### src/rtl/gpio_out_pkg.sv
package gpio_out_pkg;
  typedef enum logic [2:0] {
    REG_DATA = 3'd0,
    REG_DIR  = 3'd1,
    REG_SET  = 3'd2,
    REG_CLR  = 3'd3,
    REG_TGL  = 3'd4
  } reg_sel_e;

  typedef struct packed {
    logic wr_data;
    logic wr_dir;
    logic wr_set;
    logic wr_clr;
    logic wr_tgl;
  } wr_strobe_t;
endpackage

### src/rtl/gpio_out_regif.sv
module gpio_out_regif
  import gpio_out_pkg::*;
#(
  parameter int DATA_W   = 32,
  parameter int ADDR_W   = 4,
  parameter int PIN_LSB  = 4,
  parameter int NUM_PINS = 4
) (
  input  logic                clk_i,
  input  logic                rst_ni,
  input  logic [ADDR_W-1:0]   addr_i,
  input  logic                wr_en_i,
  input  logic [DATA_W-1:0]   wr_data_i,
  input  logic                rd_en_i,
  input  logic [NUM_PINS-1:0] latch_i,
  input  logic [NUM_PINS-1:0] dir_i,
  output wr_strobe_t          strobe_o,
  output logic [NUM_PINS-1:0] field_o,
  output logic [DATA_W-1:0]   rd_data_o
);
  localparam logic [DATA_W-1:0] FIELD_MASK = {{(DATA_W-NUM_PINS){1'b0}}, {NUM_PINS{1'b1}}} << PIN_LSB;

  logic sel_data, sel_dir, sel_set, sel_clr, sel_tgl;
  logic [DATA_W-1:0] rd_val;
  logic [DATA_W-1:0] rd_q;
  logic unused_wdata;

  assign sel_data = (addr_i == ADDR_W'(REG_DATA));
  assign sel_dir  = (addr_i == ADDR_W'(REG_DIR));
  assign sel_set  = (addr_i == ADDR_W'(REG_SET));
  assign sel_clr  = (addr_i == ADDR_W'(REG_CLR));
  assign sel_tgl  = (addr_i == ADDR_W'(REG_TGL));

  assign strobe_o.wr_data = wr_en_i & sel_data;
  assign strobe_o.wr_dir  = wr_en_i & sel_dir;
  assign strobe_o.wr_set  = wr_en_i & sel_set;
  assign strobe_o.wr_clr  = wr_en_i & sel_clr;
  assign strobe_o.wr_tgl  = wr_en_i & sel_tgl;

  // reserved bits never leave this module
  assign field_o      = wr_data_i[PIN_LSB +: NUM_PINS];
  assign unused_wdata = ^(wr_data_i & ~FIELD_MASK);

  always_comb begin
    rd_val = '0;
    if (sel_data) rd_val[PIN_LSB +: NUM_PINS] = latch_i;
    else if (sel_dir) rd_val[PIN_LSB +: NUM_PINS] = dir_i;
  end

  always_ff @(posedge clk_i or negedge rst_ni) begin
    if (!rst_ni) rd_q <= '0;
    else         rd_q <= rd_en_i ? rd_val : '0;
  end

  assign rd_data_o = rd_q;

  p_rsvd_zero_r1: assert property (@(posedge clk_i) disable iff (!rst_ni)
    (rd_data_o & ~FIELD_MASK) == '0);

  p_alias_rd_zero_r3: assert property (@(posedge clk_i) disable iff (!rst_ni)
    (rd_en_i && (sel_set || sel_clr || sel_tgl)) |=> (rd_data_o == '0));

  p_idle_rd_r9: assert property (@(posedge clk_i) disable iff (!rst_ni)
    !rd_en_i |=> (rd_data_o == '0));
endmodule

### src/rtl/gpio_out_latch.sv
module gpio_out_latch
  import gpio_out_pkg::*;
#(
  parameter int NUM_PINS = 4
) (
  input  logic                clk_i,
  input  logic                rst_ni,
  input  wr_strobe_t          strobe_i,
  input  logic [NUM_PINS-1:0] field_i,
  output logic [NUM_PINS-1:0] latch_o,
  output logic [NUM_PINS-1:0] dir_o
);
  logic [NUM_PINS-1:0] latch_q, dir_q;

  for (genvar k = 0; k < NUM_PINS; k++) begin : g_pin
    always_ff @(posedge clk_i or negedge rst_ni) begin
      if (!rst_ni)                             latch_q[k] <= 1'b0;
      else if (strobe_i.wr_data)               latch_q[k] <= field_i[k];
      else if (strobe_i.wr_set && field_i[k])  latch_q[k] <= 1'b1;
      else if (strobe_i.wr_clr && field_i[k])  latch_q[k] <= 1'b0;
      else if (strobe_i.wr_tgl && field_i[k])  latch_q[k] <= ~latch_q[k];
    end

    always_ff @(posedge clk_i or negedge rst_ni) begin
      if (!rst_ni)              dir_q[k] <= 1'b0;
      else if (strobe_i.wr_dir) dir_q[k] <= field_i[k];
    end
  end

  assign latch_o = latch_q;
  assign dir_o   = dir_q;

  p_set_r4: assert property (@(posedge clk_i) disable iff (!rst_ni)
    strobe_i.wr_set |=> ((latch_q & $past(field_i)) == $past(field_i)));

  p_clr_r5: assert property (@(posedge clk_i) disable iff (!rst_ni)
    strobe_i.wr_clr |=> ((latch_q & $past(field_i)) == '0));

  p_tgl_r6: assert property (@(posedge clk_i) disable iff (!rst_ni)
    strobe_i.wr_tgl |=> ((latch_q ^ $past(latch_q)) == $past(field_i)));

  p_hold_r2: assert property (@(posedge clk_i) disable iff (!rst_ni)
    ((strobe_i.wr_set || strobe_i.wr_clr || strobe_i.wr_tgl) && field_i == '0) |=> $stable(latch_q));
endmodule

### src/rtl/gpio_out_drive.sv
module gpio_out_drive #(
  parameter int NUM_PINS = 4
) (
  input  logic [NUM_PINS-1:0] latch_i,
  input  logic [NUM_PINS-1:0] dir_i,
  output logic [NUM_PINS-1:0] pin_out_o,
  output logic [NUM_PINS-1:0] pin_oe_o
);
  for (genvar k = 0; k < NUM_PINS; k++) begin : g_pad
    assign pin_oe_o[k]  = dir_i[k];
    assign pin_out_o[k] = dir_i[k] & latch_i[k];
  end
endmodule

### src/rtl/gpio_out_port.sv
module gpio_out_port
  import gpio_out_pkg::*;
#(
  parameter int DATA_W   = 32,
  parameter int ADDR_W   = 4,
  parameter int PIN_LSB  = 4,
  parameter int NUM_PINS = 4
) (
  input  logic                clk_i,
  input  logic                rst_ni,
  input  logic [ADDR_W-1:0]   addr_i,
  input  logic                wr_en_i,
  input  logic [DATA_W-1:0]   wr_data_i,
  input  logic                rd_en_i,
  output logic [DATA_W-1:0]   rd_data_o,
  output logic [NUM_PINS-1:0] pin_out_o,
  output logic [NUM_PINS-1:0] pin_oe_o
);
  wr_strobe_t          strobe;
  logic [NUM_PINS-1:0] field, latch, dir;

  gpio_out_regif #(
    .DATA_W(DATA_W), .ADDR_W(ADDR_W), .PIN_LSB(PIN_LSB), .NUM_PINS(NUM_PINS)
  ) u_regif (
    .clk_i, .rst_ni, .addr_i, .wr_en_i, .wr_data_i, .rd_en_i,
    .latch_i(latch), .dir_i(dir), .strobe_o(strobe), .field_o(field), .rd_data_o
  );

  gpio_out_latch #(.NUM_PINS(NUM_PINS)) u_latch (
    .clk_i, .rst_ni, .strobe_i(strobe), .field_i(field), .latch_o(latch), .dir_o(dir)
  );

  gpio_out_drive #(.NUM_PINS(NUM_PINS)) u_drive (
    .latch_i(latch), .dir_i(dir), .pin_out_o, .pin_oe_o
  );

  p_oe_stable_r7: assert property (@(posedge clk_i) disable iff (!rst_ni)
    !(wr_en_i && addr_i == ADDR_W'(REG_DIR)) |=> $stable(pin_oe_o));

  p_undriven_low_r7: assert property (@(posedge clk_i) disable iff (!rst_ni)
    (pin_out_o & ~pin_oe_o) == '0);
endmodule

### config.mk
export PLATFORM = sky130hd
export DESIGN_NAME = gpio_out_port
export DESIGN_NICKNAME = d
export VERILOG_FILES = /design/src/rtl/gpio_out_pkg.sv /design/src/rtl/gpio_out_regif.sv /design/src/rtl/gpio_out_latch.sv /design/src/rtl/gpio_out_drive.sv /design/src/rtl/gpio_out_port.sv
export SDC_FILE = /design/constraint.sdc
export NUM_CORES = 1
export LEC_CHECK = 0
export ABC_AREA = 1
export BUFFER_PORTS_ARGS = -buffer_cell sky130_fd_sc_hd__buf_2
export CORE_MARGIN = 8
export CORE_UTILIZATION = 39
export CTS_CLUSTER_SIZE = 14
export DETAILED_ROUTE_END_ITERATION = 16
export PLACE_DENSITY = 0.84
export SLEW_MARGIN = 20
export SYNTH_ARGS = -nofsm -noshare
export SYNTH_HDL_FRONTEND = slang
export SYNTH_SLANG_ARGS = --single-unit
### constraint.sdc
create_clock -name clk_i -period 1.3 [get_ports clk_i]
set_input_delay 0.13 -clock clk_i [delete_from_list [all_inputs] [get_ports clk_i]]
set_output_delay 0.13 -clock clk_i [all_outputs]
set_load 0.02 [all_outputs]
* After elaboration in Yosys (flattened, before gate mapping)
Cells that the tools add are included.
** Word-level totals
- Register bits after elaboration :: 40
- Input port bits :: 40
- Output and inout port bits :: 40
- Word-level logic and storage cells :: 62
** Cells by class
- Equality and inequality tests :: 4
- Muxes and demuxes :: 19
- Bitwise gates (word level) :: 13
- Reductions and logical operators :: 17
** Operator list (number)
- 1-bit 2-to-1 mux :: 16
- 4-bit nonzero test :: 4
- 1-bit logical AND :: 12
- 1-bit bitwise AND :: 9
- 4-bit by 2-bit == test with 1-bit output, second input constant :: 2
- 4-bit 2-to-1 mux :: 2
- 8-bit 2-to-1 mux :: 1
- 4-bit by 1-bit == test with 1-bit output, second input constant :: 1
- 4-bit by 3-bit == test with 1-bit output, second input constant :: 1
- 4-bit logical NOT :: 1
- 1-bit inverter :: 4

* Depth between registers and ports, before layout
- Depth in word-level cells :: 7
- Gate-level depth with buffers :: 8
- Mapped depth without buffers :: 7

* Modules after synthesis
A second synthesis with hierarchy kept.
** Unflattened totals
- Cell total of the unflattened synthesis :: 131
- Area total of the unflattened synthesis :: 952.2 um2
** By module, submodules not included
- gpio_out_regif :: instances 1, cells an instance 64, area each 486.7 um2
- gpio_out_latch :: instances 1, cells an instance 55, area each 405.4 um2
- gpio_out_drive :: instances 1, cells an instance 12, area each 60.1 um2

* Worst setup path before layout
OpenSTA, ideal clock, no wires.
- Kind :: register to output
- Start :: reg u_latch.dir_q[0], in the netlist u_latch.dir_o[0]
- End :: out pin_out_o[0]
- Arrival time :: 0.680 ns
- Required time :: 1.170 ns
- Slack :: 0.490 ns
- Stages on the path, launching flop included :: 3
- Path through :: dfrtp_1 > nand2_1 > inv_1
** On the way
- Word-level cells in the longest chain between the ends :: 1
** RTL lines
- start: declaration :: RTL line gpio_out_latch.sv:13 : logic [NUM_PINS-1:0] latch_q, dir_q;
- start signal: indexed assignment :: RTL line gpio_out_latch.sv:26 : else if (strobe_i.wr_dir) dir_q[k] <= field_i[k];
- 1-bit bitwise AND :: RTL line gpio_out_drive.sv:11 : assign pin_out_o[k] = dir_i[k] & latch_i[k];
- end: declaration :: RTL line gpio_out_port.sv:16 : output logic [NUM_PINS-1:0] pin_out_o,
No other way between the ends.

* Worst setup path in the final report
- Start :: reg u_latch.latch_q[2], in the netlist u_latch.latch_o[2]
- End :: out pin_out_o[2]
** On the way
- Word-level cells in the longest chain between the ends :: 1
** RTL lines
- start: declaration :: RTL line gpio_out_latch.sv:13
- start signal: indexed assignment :: RTL line gpio_out_latch.sv:18 : else if (strobe_i.wr_data) latch_q[k] <= field_i[k];
- start signal: indexed assignment :: RTL line gpio_out_latch.sv:21 : else if (strobe_i.wr_tgl && field_i[k]) latch_q[k] <= ~latch_q[k];
- 1-bit bitwise AND :: RTL line gpio_out_drive.sv:11
No other way between the ends.

==> impl_metrics.json <==
{
  "synth_area_um2": 870,
  "yosys.area.top_type": "dfrtp_1",
  "ys_types": 16,
  "met2_length_um": 772,
  "synth_xor_area_share_pct": 0,
  "power_mw": 1.05,
  "postPlaceCellArea_um2": 903,
  "wirelength_um": 1780,
  "path_clk_slew_ns": 0.07,
  "fin_util_pct": 43.1,
  "fillers": 245,
  "fp.dieArea_um2": 4000,
  "cts_tree": "built",
  "fp.dieH_um": 63.2,
  "sequentialPowerShare_pct": 46.6,
  "synth_fa_ha_area_share_pct": 0,
  "finClkSkew_ns": 0.000361,
  "synth_top_area_share_pct": 34.5,
  "stdcell_area_um2": 936,
  "yosys.area_share.simple_pct": 27.8,
  "r2r_start": "u_latch.latch_o[0]$_DFFE_PN0P_",
  "slew_viol_final": 0,
  "holdCritStartpoint": "wr_data_i[6]",
  "first_global_vias": 715,
  "hpwl_um": 1520,
  "final_net_count": 184,
  "synth_top_family_by_area": "buffers and inverters",
  "cp-end-kind": "output port",
  "gp_congestion": 0.726,
  "antenna_found_initial": 0,
  "ir_drop_uv": 351,
  "wl_per_cell_um": 10.4,
  "seq_area_frac_synth_pct": 34.5,
  "wl_met1_um": 781,
  "synth-seq-cells": 12,
  "worstPathMaxFanout": 4,
  "cts-htree-levels": 1,
  "dr.first_iter.drc_count": 20,
  "clkPwrFrac_pct": 21.1,
  "dp_cells": 166,
  "dr.max_layer_used": "met4",
  "diodes": 0,
  "via_count": 683,
  "syn_inst": 117,
  "finalHoldViolCount": 0,
  "power_density_nw_per_um2": 1130,
  "ios": 80,
  "dr.pass1.iters": 3,
  "worstPathArrival_ns": 0.94,
  "rows": 17,
  "fin_setup_tns_ns": 0,
  "critPathRequiredTime_ns": 1.17,
  "cp-start-kind": "register",
  "yosysWarnings": 0,
  "drc": 0,
  "power_frac_comb_pct": 32.3,
  "whs_path_depth": 3,
  "post-route-period-util_pct": 82.7,
  "io_buffers": 23,
  "clockBufferDepth": 2,
  "cap_violations": 0,
  "clk_latency_ns": 0.27,
  "fin_crit_ns": 1.07,
  "cts_resized": 0,
  "swShare_pct": 39.6,
  "hold_path.class": "in2reg",
  "status": "complete, no violations",
  "cts_setup_buffers": 0,
  "cts_root_buffer": "clkbuf_4",
  "syn_avg_cell_area_um2": 7.43,
  "synthTopCellsByArea": "dfrtp_1 (35%), buf_4 (25%), nand2_1 (16%)",
  "r2r_cells": 3,
  "max_freq_mhz": 930,
  "fp.dieW_um": 63.2,
  "setup_viol": 0,
  "grt_max_degree": 13,
  "muxShareOfSynthArea_pct": 0,
  "core_um2": 2170,
  "grt_remaining_overflow": 0,
  "synth_compound_area_share_pct": 7.48,
  "wl_met3_um": 183,
  "postCtsHoldBufs": 1,
  "grt_pass1_wl_um": 3060,
  "cts_sinks": 12,
  "switchingPower_uw": 417,
  "via_per_inst": 4.02,
  "start_util_pct": 40.1,
  "rsz0062_at_grt": "no",
  "final_cell_count_no_fill": 170,
  "critPathLaunch": "u_latch.latch_o[2]$_DFFE_PN0P_",
  "antenna_left": 0,
  "drive_gt1_share_pct": 23.2,
  "p_leak_nw": 0.579,
  "area_delta_synth_final_pct": 7.63,
  "p_int_uw": 637,
  "worstSetupPathType": "reg2out",
  "track_usage_pct": 9.30,
  "cts_buffers": 3
}
[synth_stat cells]
| cell | count |
|---|---|
| nand2_1 | 36 |
| nand2_2 | 2 |
| nor2_4 | 2 |
| nand3_1 | 6 |
| inv_1 | 11 |
| nand2_4 | 1 |
| a21oi_1 | 4 |
| nor2_2 | 1 |
| nand3b_1 | 1 |
| nand4_1 | 1 |
| o21ai_0 | 8 |
| dfrtp_1 | 12 |
| nand3_2 | 1 |
| conb_1 | 1 |
| buf_4 | 29 |
| o21ai_1 | 1 |
[layout by cell type (no fill, tap or decap), drive strengths merged]
cell type,n
dlygate4sd3,1
dfrtp,12
o21ai,9
nand3,7
nand3b,1
conb,28
buf,23
nand4,1
inv,11
clkbuf,3
nor2,3
nand2,39
a21oi,4
[worst max-delay path, stage by stage, from the launching register on]
cell	delay, ns
dfrtp_1	0.41
nand2_1	0.08
inv_1	0.03
buf_2	0.15
[power by group through the flow]
stage	Combinational, mW	Clock, mW	Sequential, mW
finish	0.341	0.223	0.491
global route	0.387	0.242	0.504
CTS	0.342	0.234	0.492
detailed placement	0.340	0	0.498
global placement	0.333	0	0.499
floorplan	0.271	0	0.520
[metrics by stage]
stage / hold WS, ns / setup slack (ns)
after floorplan: -0.166 / 0.490
after global routing: 0.0922 / 0.160
after detailed placement: 0.0225 / 0.220
after CTS: 0.0765 / 0.215
final: 0.0807 / 0.225
after global placement: 0.0160 / 0.264
[flip-flops by register name, summed over array words and instances, names as in the netlist]
signal,cells
u_regif.rd_data_o,4
u_latch.dir_o,4
u_latch.latch_o,4
[path summary, 6_finish.rpt]
kind | endpoint | slack (ns)
worst max-delay path | pin_out_o[2] | 0.23
worst min-delay path | u_latch.latch_o[2]$_DFFE_PN0P_ | 0.08
worst max register to register | u_latch.latch_o[0]$_DFFE_PN0P_ | 0.52
worst min register to register | u_latch.dir_o[3]$_DFFE_PN0P_ | 0.52
max in group asynchronous | u_regif.rd_data_o[5]$_DFF_PN0_ | 0.82
min in group asynchronous | u_regif.rd_data_o[6]$_DFF_PN0_ | 0.26
[area by class of cell]
class / instances / area (µm²) / area share, %
multi-input cells: 92 / 412 / 44.0
inverters: 11 / 41.3 / 4.41
clock buffers: 3 / 22.5 / 2.41
well taps: 28 / 35.0 / 3.74
flip-flops and latches: 12 / 300 / 32.1
repair buffers: 24 / 125 / 13.4
[layer usage]
metal,GRT usage [%],vias to the layer above
li1,-,359
met1,9.43,286
met2,15.5,35
met3,4.95,3
met4,4.18,0
met5,0,-
[cell families after synthesis]
group,Yosys count
AND/OR/NAND/NOR,51
other,1
buffers and inverters,40
flip-flops,12
AO/OA/AOI/OAI,13
No activity file was read; power rests on OpenSTA's default activity.
